File: src/rtl/stk_cmd_pkg.sv
// Package: opcodes and decoded-command type shared by the command handler.
package stk_cmd_pkg;

    localparam int OP_W = 3;

    typedef enum logic [OP_W-1:0] {
        OPC_NOP     = 3'd0,
        OPC_IDENT   = 3'd1,
        OPC_RESET   = 3'd2,
        OPC_BAL_ON  = 3'd3,
        OPC_BAL_OFF = 3'd4
    } opcode_e;

    typedef struct packed {
        logic ident;
        logic reset;
        logic bal_on;
        logic bal_off;
    } cmd_hit_t;

endpackage

File: src/rtl/stk_cmd_decode.sv
// Module: stk_cmd_decode
// Classifies one framed command into accepted actions using the address rules.
// Assumes: the command is valid for exactly one cycle; all-ones is broadcast.
module stk_cmd_decode
    import stk_cmd_pkg::*;
#(
    parameter int ADDR_W = 4
) (
    input  logic                  cmd_valid,
    input  logic [OP_W-1:0]       cmd_op,
    input  logic [ADDR_W-1:0]     cmd_addr,
    input  logic [ADDR_W-1:0]     own_addr,
    output cmd_hit_t              hit
);
    localparam logic [ADDR_W-1:0] BCAST = '1;

    logic is_bcast;
    logic is_own;

    // Purpose: address match and per-opcode acceptance.
    always_comb begin
        is_bcast    = (cmd_addr == BCAST);
        is_own      = (cmd_addr == own_addr);
        hit.ident   = cmd_valid && (cmd_op == OPC_IDENT);
        hit.reset   = cmd_valid && (cmd_op == OPC_RESET) && is_own && !is_bcast;
        hit.bal_on  = cmd_valid && (cmd_op == OPC_BAL_ON) && (is_own || is_bcast);
        hit.bal_off = cmd_valid && (cmd_op == OPC_BAL_OFF) && (is_own || is_bcast);
    end
endmodule

File: src/rtl/stk_id_regs.sv
// Module: stk_id_regs
// Holds the stack address and stack size; Identify loads, Reset clears.
// Assumes: payload low field is the address, high field the size.
module stk_id_regs
    import stk_cmd_pkg::*;
#(
    parameter int ADDR_W = 4,
    parameter int SIZE_W = 4,
    localparam int DATA_W = ADDR_W + SIZE_W
) (
    input  logic              clk,
    input  logic              rst_n,
    input  cmd_hit_t          hit,
    input  logic [DATA_W-1:0] payload,
    output logic [ADDR_W-1:0] stack_addr,
    output logic [SIZE_W-1:0] stack_size
);
    // Purpose: update identity registers; reset command has priority.
    always_ff @(posedge clk) begin
        if (!rst_n || hit.reset) begin
            stack_addr <= '0;
            stack_size <= '0;
        end else if (hit.ident) begin
            stack_addr <= payload[ADDR_W-1:0];
            stack_size <= payload[DATA_W-1:ADDR_W];
        end
    end
endmodule

File: src/rtl/stk_bal_ctrl.sv
// Module: stk_bal_ctrl
// Owns the balance-enable bit. Priority: reset, enable, inhibit, setup write.
// Assumes: enable and inhibit never both hit in one cycle (distinct opcodes).
module stk_bal_ctrl
    import stk_cmd_pkg::*;
(
    input  logic     clk,
    input  logic     rst_n,
    input  cmd_hit_t hit,
    input  logic     setup_wr,
    input  logic     setup_ben,
    output logic     bal_en
);
    // Purpose: resolve commands against the direct register write.
    always_ff @(posedge clk) begin
        if (!rst_n || hit.reset) begin
            bal_en <= 1'b0;
        end else if (hit.bal_on) begin
            bal_en <= 1'b1;
        end else if (hit.bal_off) begin
            bal_en <= 1'b0;
        end else if (setup_wr) begin
            bal_en <= setup_ben;
        end
    end
endmodule

File: src/rtl/stk_rsp_gen.sv
// Module: stk_rsp_gen
// Registers the one-cycle response request and register-reset pulse.
// Assumes: reset never answers; other accepted commands always answer.
module stk_rsp_gen
    import stk_cmd_pkg::*;
(
    input  logic     clk,
    input  logic     rst_n,
    input  cmd_hit_t hit,
    output logic     rsp_req,
    output logic     reg_rst_pulse
);
    // Purpose: produce single-cycle outputs from this cycle's accepted command.
    always_ff @(posedge clk) begin
        if (!rst_n) begin
            rsp_req       <= 1'b0;
            reg_rst_pulse <= 1'b0;
        end else begin
            rsp_req       <= hit.ident || hit.bal_on || hit.bal_off;
            reg_rst_pulse <= hit.reset;
        end
    end
endmodule

File: src/rtl/stk_cmd_handler.sv
// Module: stk_cmd_handler (top)
// Device-side command handler for a daisy-chained stack: decodes Identify,
// Reset and balance commands, keeps identity and balance-enable state.
// Assumes: commands are already framed and CRC-checked upstream.
module stk_cmd_handler
    import stk_cmd_pkg::*;
#(
    parameter int ADDR_W = 4,
    parameter int SIZE_W = 4,
    localparam int DATA_W = ADDR_W + SIZE_W
) (
    input  logic              clk,
    input  logic              rst_n,
    input  logic              cmd_valid,
    input  logic [OP_W-1:0]   cmd_op,
    input  logic [ADDR_W-1:0] cmd_addr,
    input  logic [DATA_W-1:0] cmd_data,
    input  logic              setup_wr,
    input  logic              setup_ben,
    output logic [ADDR_W-1:0] stack_addr,
    output logic [SIZE_W-1:0] stack_size,
    output logic              bal_en,
    output logic              rsp_req,
    output logic              reg_rst_pulse
);
    cmd_hit_t hit;

    stk_cmd_decode #(.ADDR_W(ADDR_W)) u_dec (
        .cmd_valid (cmd_valid),
        .cmd_op    (cmd_op),
        .cmd_addr  (cmd_addr),
        .own_addr  (stack_addr),
        .hit       (hit)
    );

    stk_id_regs #(.ADDR_W(ADDR_W), .SIZE_W(SIZE_W)) u_id (
        .clk        (clk),
        .rst_n      (rst_n),
        .hit        (hit),
        .payload    (cmd_data),
        .stack_addr (stack_addr),
        .stack_size (stack_size)
    );

    stk_bal_ctrl u_bal (
        .clk       (clk),
        .rst_n     (rst_n),
        .hit       (hit),
        .setup_wr  (setup_wr),
        .setup_ben (setup_ben),
        .bal_en    (bal_en)
    );

    stk_rsp_gen u_rsp (
        .clk           (clk),
        .rst_n         (rst_n),
        .hit           (hit),
        .rsp_req       (rsp_req),
        .reg_rst_pulse (reg_rst_pulse)
    );
endmodule

File: config.mk
export PLATFORM = sky130hd
export DESIGN_NAME = stk_cmd_handler
export DESIGN_NICKNAME = d
export VERILOG_FILES = /design/src/rtl/stk_cmd_pkg.sv /design/src/rtl/stk_cmd_decode.sv /design/src/rtl/stk_id_regs.sv /design/src/rtl/stk_bal_ctrl.sv /design/src/rtl/stk_rsp_gen.sv /design/src/rtl/stk_cmd_handler.sv
export SDC_FILE = /design/constraint.sdc
export NUM_CORES = 1
export LEC_CHECK = 0
export BUFFER_PORTS_ARGS = -buffer_cell sky130_fd_sc_hd__buf_4
export CAP_MARGIN = 20
export CORE_MARGIN = 5
export CORE_UTILIZATION = 32
export DETAILED_ROUTE_END_ITERATION = 8
export SLEW_MARGIN = 20
export SYNTH_ARGS = -nofsm -noshare
export SYNTH_HDL_FRONTEND = slang
export SYNTH_SLANG_ARGS = --single-unit
File: constraint.sdc
create_clock -name clk -period 1 [get_ports clk]
set_input_delay 0 -clock clk [delete_from_list [all_inputs] [get_ports clk]]
set_output_delay 0 -clock clk [all_outputs]
set_load 0.005 [all_outputs]
==> impl_summary.log <==
INFO  metric grt_pass1_vias = 553
INFO  metric clk_pin_slew_worst_paths = 70 ps
INFO  metric grt_setup_unrepaired = yes
INFO  metric pwr_density_cell = 995 mW/mm^2
INFO  metric drt_pass1_iterations = 4
INFO  metric violations = negative setup slack
INFO  metric cp_top_family = compound AO/OA/AOI/OAI gates
INFO  metric final_util = 0.632
INFO  metric seq_area_frac_synth = 0.419
INFO  metric critical_path.endpoint_type = register
INFO  metric worstMarginPinSlew = 296 ps
INFO  metric share_comb_of_total_power = 0.211
INFO  metric globalRoute.totalOverflow = 0
INFO  metric grt_max_degree = 10
INFO  metric grt_util_all_layers = 0.116
INFO  metric portBuffers = 30
INFO  metric max_slew_vio_count = 0
INFO  metric static-leakage-power = 0.000437 uW
INFO  metric dp_hpwl = 1060 um
INFO  metric drtAntennaViolNets = 0
INFO  metric yosysWarningCount = 0
INFO  metric multiInputGateArea = 338 um^2
INFO  metric cts_sinks = 11
INFO  metric worstPathBufferInverterCount = 0
INFO  metric die_h = 50.5 um
INFO  metric grt_pass1_wl = 2270 um
INFO  metric boundaryPins = 31
INFO  metric synth_cell_type_count = 20
INFO  metric finalCriticalPeriod = 1160 ps
INFO  metric run_status = finished with violations
INFO  metric critical_path.slowest_cell = sky130_fd_sc_hd__dfxtp_2
INFO  metric via_count = 591
INFO  metric tritoncts_clock_tree = done
INFO  metric min-delay-start = rst_n
INFO  metric hold_violation_count_in_the_final_report = 0
INFO  metric avgRoutedWirePerCell = 11.7 um
INFO  metric finalCritPeriodShare = 1.16
INFO  metric p_switching = 228 uW
INFO  metric clock_insertion_delay_worst_skew = 260 ps
INFO  metric clock_power_share = 0.315
INFO  metric drtIter0Drc = 5
INFO  metric worst_setup_path_startpoint = u_id.stack_addr[0]
INFO  metric cts_max_level = 1
INFO  metric data_arrival_at_the_endpoint_of_the_critical_path = 1300 ps
INFO  metric flow.area_growth_from_synthesis = 83.3%
INFO  metric die-area = 0.00255 mm^2
INFO  metric achievable-frequency = 865 MHz
INFO  metric synthCells = 59
INFO  metric worst-setup-path-type = register to register
INFO  metric num-nets-final = 127
INFO  metric avgSynthCellArea = 8.91 um^2
INFO  metric filler_cell_count = 127
INFO  metric routed_via_density = 4.84
INFO  metric post_route_cells_drive_above_1_share = 0.500
INFO  metric finalWorstSetupSlack = -156 ps
INFO  metric drv_cap = 0
INFO  metric netSwitchingFraction = 0.238
INFO  metric timing.rr.start = u_id.stack_addr[0]
INFO  metric timing.critical_path.slowest_cell_delay = 340 ps
INFO  metric worst_clock_skew = 3.57 ps
INFO  metric power.sequential.fraction = 0.474
INFO  metric ctsLongestPathBuffers = 2
INFO  metric syn-num-nets = 79
INFO  metric setup_viol = 11
INFO  metric start_util = 0.345
INFO  metric seqCellArea = 225 um^2
INFO  metric antennaDiodeCount = 0
INFO  metric path_max_fanout = 9
INFO  metric hold_path_class = input port to register
INFO  metric gp_congestion = 0.736
INFO  metric rows = 14
INFO  metric root_buffer = sky130_fd_sc_hd__clkbuf_4
INFO  metric startpoint_type = register
INFO  metric post-cts-setup-buffer-count = 0
INFO  metric wl = 1430 um
INFO  metric die_w = 50.5 um
INFO  metric timing.max_slew.rel_slack = 0.802
INFO  metric worst-endpoint-required = 1140 ps
INFO  metric cts-buffers-inserted = 3
INFO  metric power.ir.vdd_worst = 0.590 mV
INFO  metric syn_area = 526 um^2
INFO  metric final.setup.tns = -1330 ps
INFO  metric ys_ff_latch = 11
INFO  metric core_area = 0.00152 mm^2
INFO  metric antenna_found_initial = 0
INFO  metric power_report.internal_total = 730 uW
INFO  metric drc = 0
INFO  metric crit_chain = xnor2_2 > nand4_1 > o21ai_4 > a21oi_1
==> power by group through the flow <==
| stage | logic [uW] | registers, uW | clock network [uW] |
|---|---|---|---|
| after global placement | 175 | 465 | 0 |
| final | 202 | 455 | 302 |
| after detailed placement | 175 | 465 | 0 |
| after CTS | 202 | 455 | 320 |
| after global routing | 217 | 456 | 348 |
| after floorplan | 68.7 | 467 | 0 |
==> cells in the final DEF, fill, tap and decap left out, drive strengths merged, types with 2 or more instances in the layout <==
| master | count |
|---|---|
| nor3 | 2 |
| o21ai | 2 |
| nand2 | 18 |
| xnor2 | 4 |
| dlygate4sd3 | 8 |
| a21oi | 10 |
| clkbuf | 4 |
| dfxtp | 11 |
| buf | 36 |
==> sequential cells by signal (all words and copies together) (netlist names) <==
signal               cells
u_id.stack_addr          4
u_id.stack_size          4
u_bal.bal_en             1
u_rsp.reg_rst_pulse      1
u_rsp.rsp_req            1
==> what timing repair did <==
action	CTS	global route
pin swaps	3	0
setup endpoints to repair	11	11
hold endpoints to repair	8	0
hold buffers	8	0
gates resized for setup	2	1
==> metal layers <==
metal,vias up,track usage,wire (um)
li1,299,-,-
met1,266,0.130,575
met2,24,0.176,674
met3,2,0.0503,164
met4,0,0.0766,13
met5,-,0,0
==> path summary, 6_finish.rpt <==
kind	depth (start not counted)	slack, ps	end
max	4	-160	u_id.stack_addr[3]
max reg2reg	4	-160	u_id.stack_addr[3]
min reg2reg	2	460	u_id.stack_size[1]
min	3	50	u_rsp.rsp_req
==> cell usage after synthesis <==
master	number	area [um^2]
sky130_fd_sc_hd__nand2_1	18	67.6
sky130_fd_sc_hd__dfxtp_1	11	220
sky130_fd_sc_hd__a21oi_1	9	45.0
sky130_fd_sc_hd__xnor2_1	4	35.0
sky130_fd_sc_hd__nor3_1	2	10.0
sky130_fd_sc_hd__a21o_1	1	7.51
sky130_fd_sc_hd__a21oi_2	1	8.76
sky130_fd_sc_hd__a41o_1	1	10.0
sky130_fd_sc_hd__and3_1	1	6.26
sky130_fd_sc_hd__and3b_1	1	8.76
sky130_fd_sc_hd__and4_4	1	11.3
sky130_fd_sc_hd__buf_2	1	5.00
sky130_fd_sc_hd__inv_1	1	3.75
sky130_fd_sc_hd__mux2i_1	1	10.0
sky130_fd_sc_hd__nand3b_1	1	7.51
sky130_fd_sc_hd__nand4_1	1	6.26
sky130_fd_sc_hd__nand4bb_4	1	27.5
sky130_fd_sc_hd__nor2b_4	1	13.8
sky130_fd_sc_hd__o21ai_0	1	5.00
sky130_fd_sc_hd__o21ai_4	1	16.3
==> layout make-up <==
| type | instances | share of cell area |
|---|---|---|
| Tap cell | 16 | 0.0208 |
| Timing Repair Buffer | 44 | 0.364 |
| Clock buffer | 4 | 0.0273 |
| Inverter | 1 | 0.00390 |
| Multi-Input combinational cell | 46 | 0.351 |
| Sequential cell | 11 | 0.234 |
==> tightest hold or removal path: stages <==
cell                      delay (ps)
sky130_fd_sc_hd__buf_4           100
sky130_fd_sc_hd__inv_1            70
sky130_fd_sc_hd__a21oi_1         110
==> stage by stage <==
| step | worst slack (ps) | hold WS [ps] | total power [uW] | cell area [um^2] | instances |
|---|---|---|---|---|---|
| after floorplan | -49.0 | 128 | 535 | 561 | 59 |
| after global placement | -155 | 249 | 639 | 846 | 110 |
| after detailed placement | -172 | 255 | 641 | 846 | 110 |
| after CTS | -181 | 6.67 | 976 | 957 | 122 |
| after global routing | -250 | 46.9 | 1020 | 963 | 122 |
| final | -156 | 50.1 | 959 | 963 | 122 |
==> cells by family after synthesis <==
group	synth area share
flops	0.419
mux	0.0190
compound gates	0.176
buf+inv	0.0167
simple gates	0.302
xor+xnor	0.0667
Note: power is estimated with default switching activity, not from simulation.
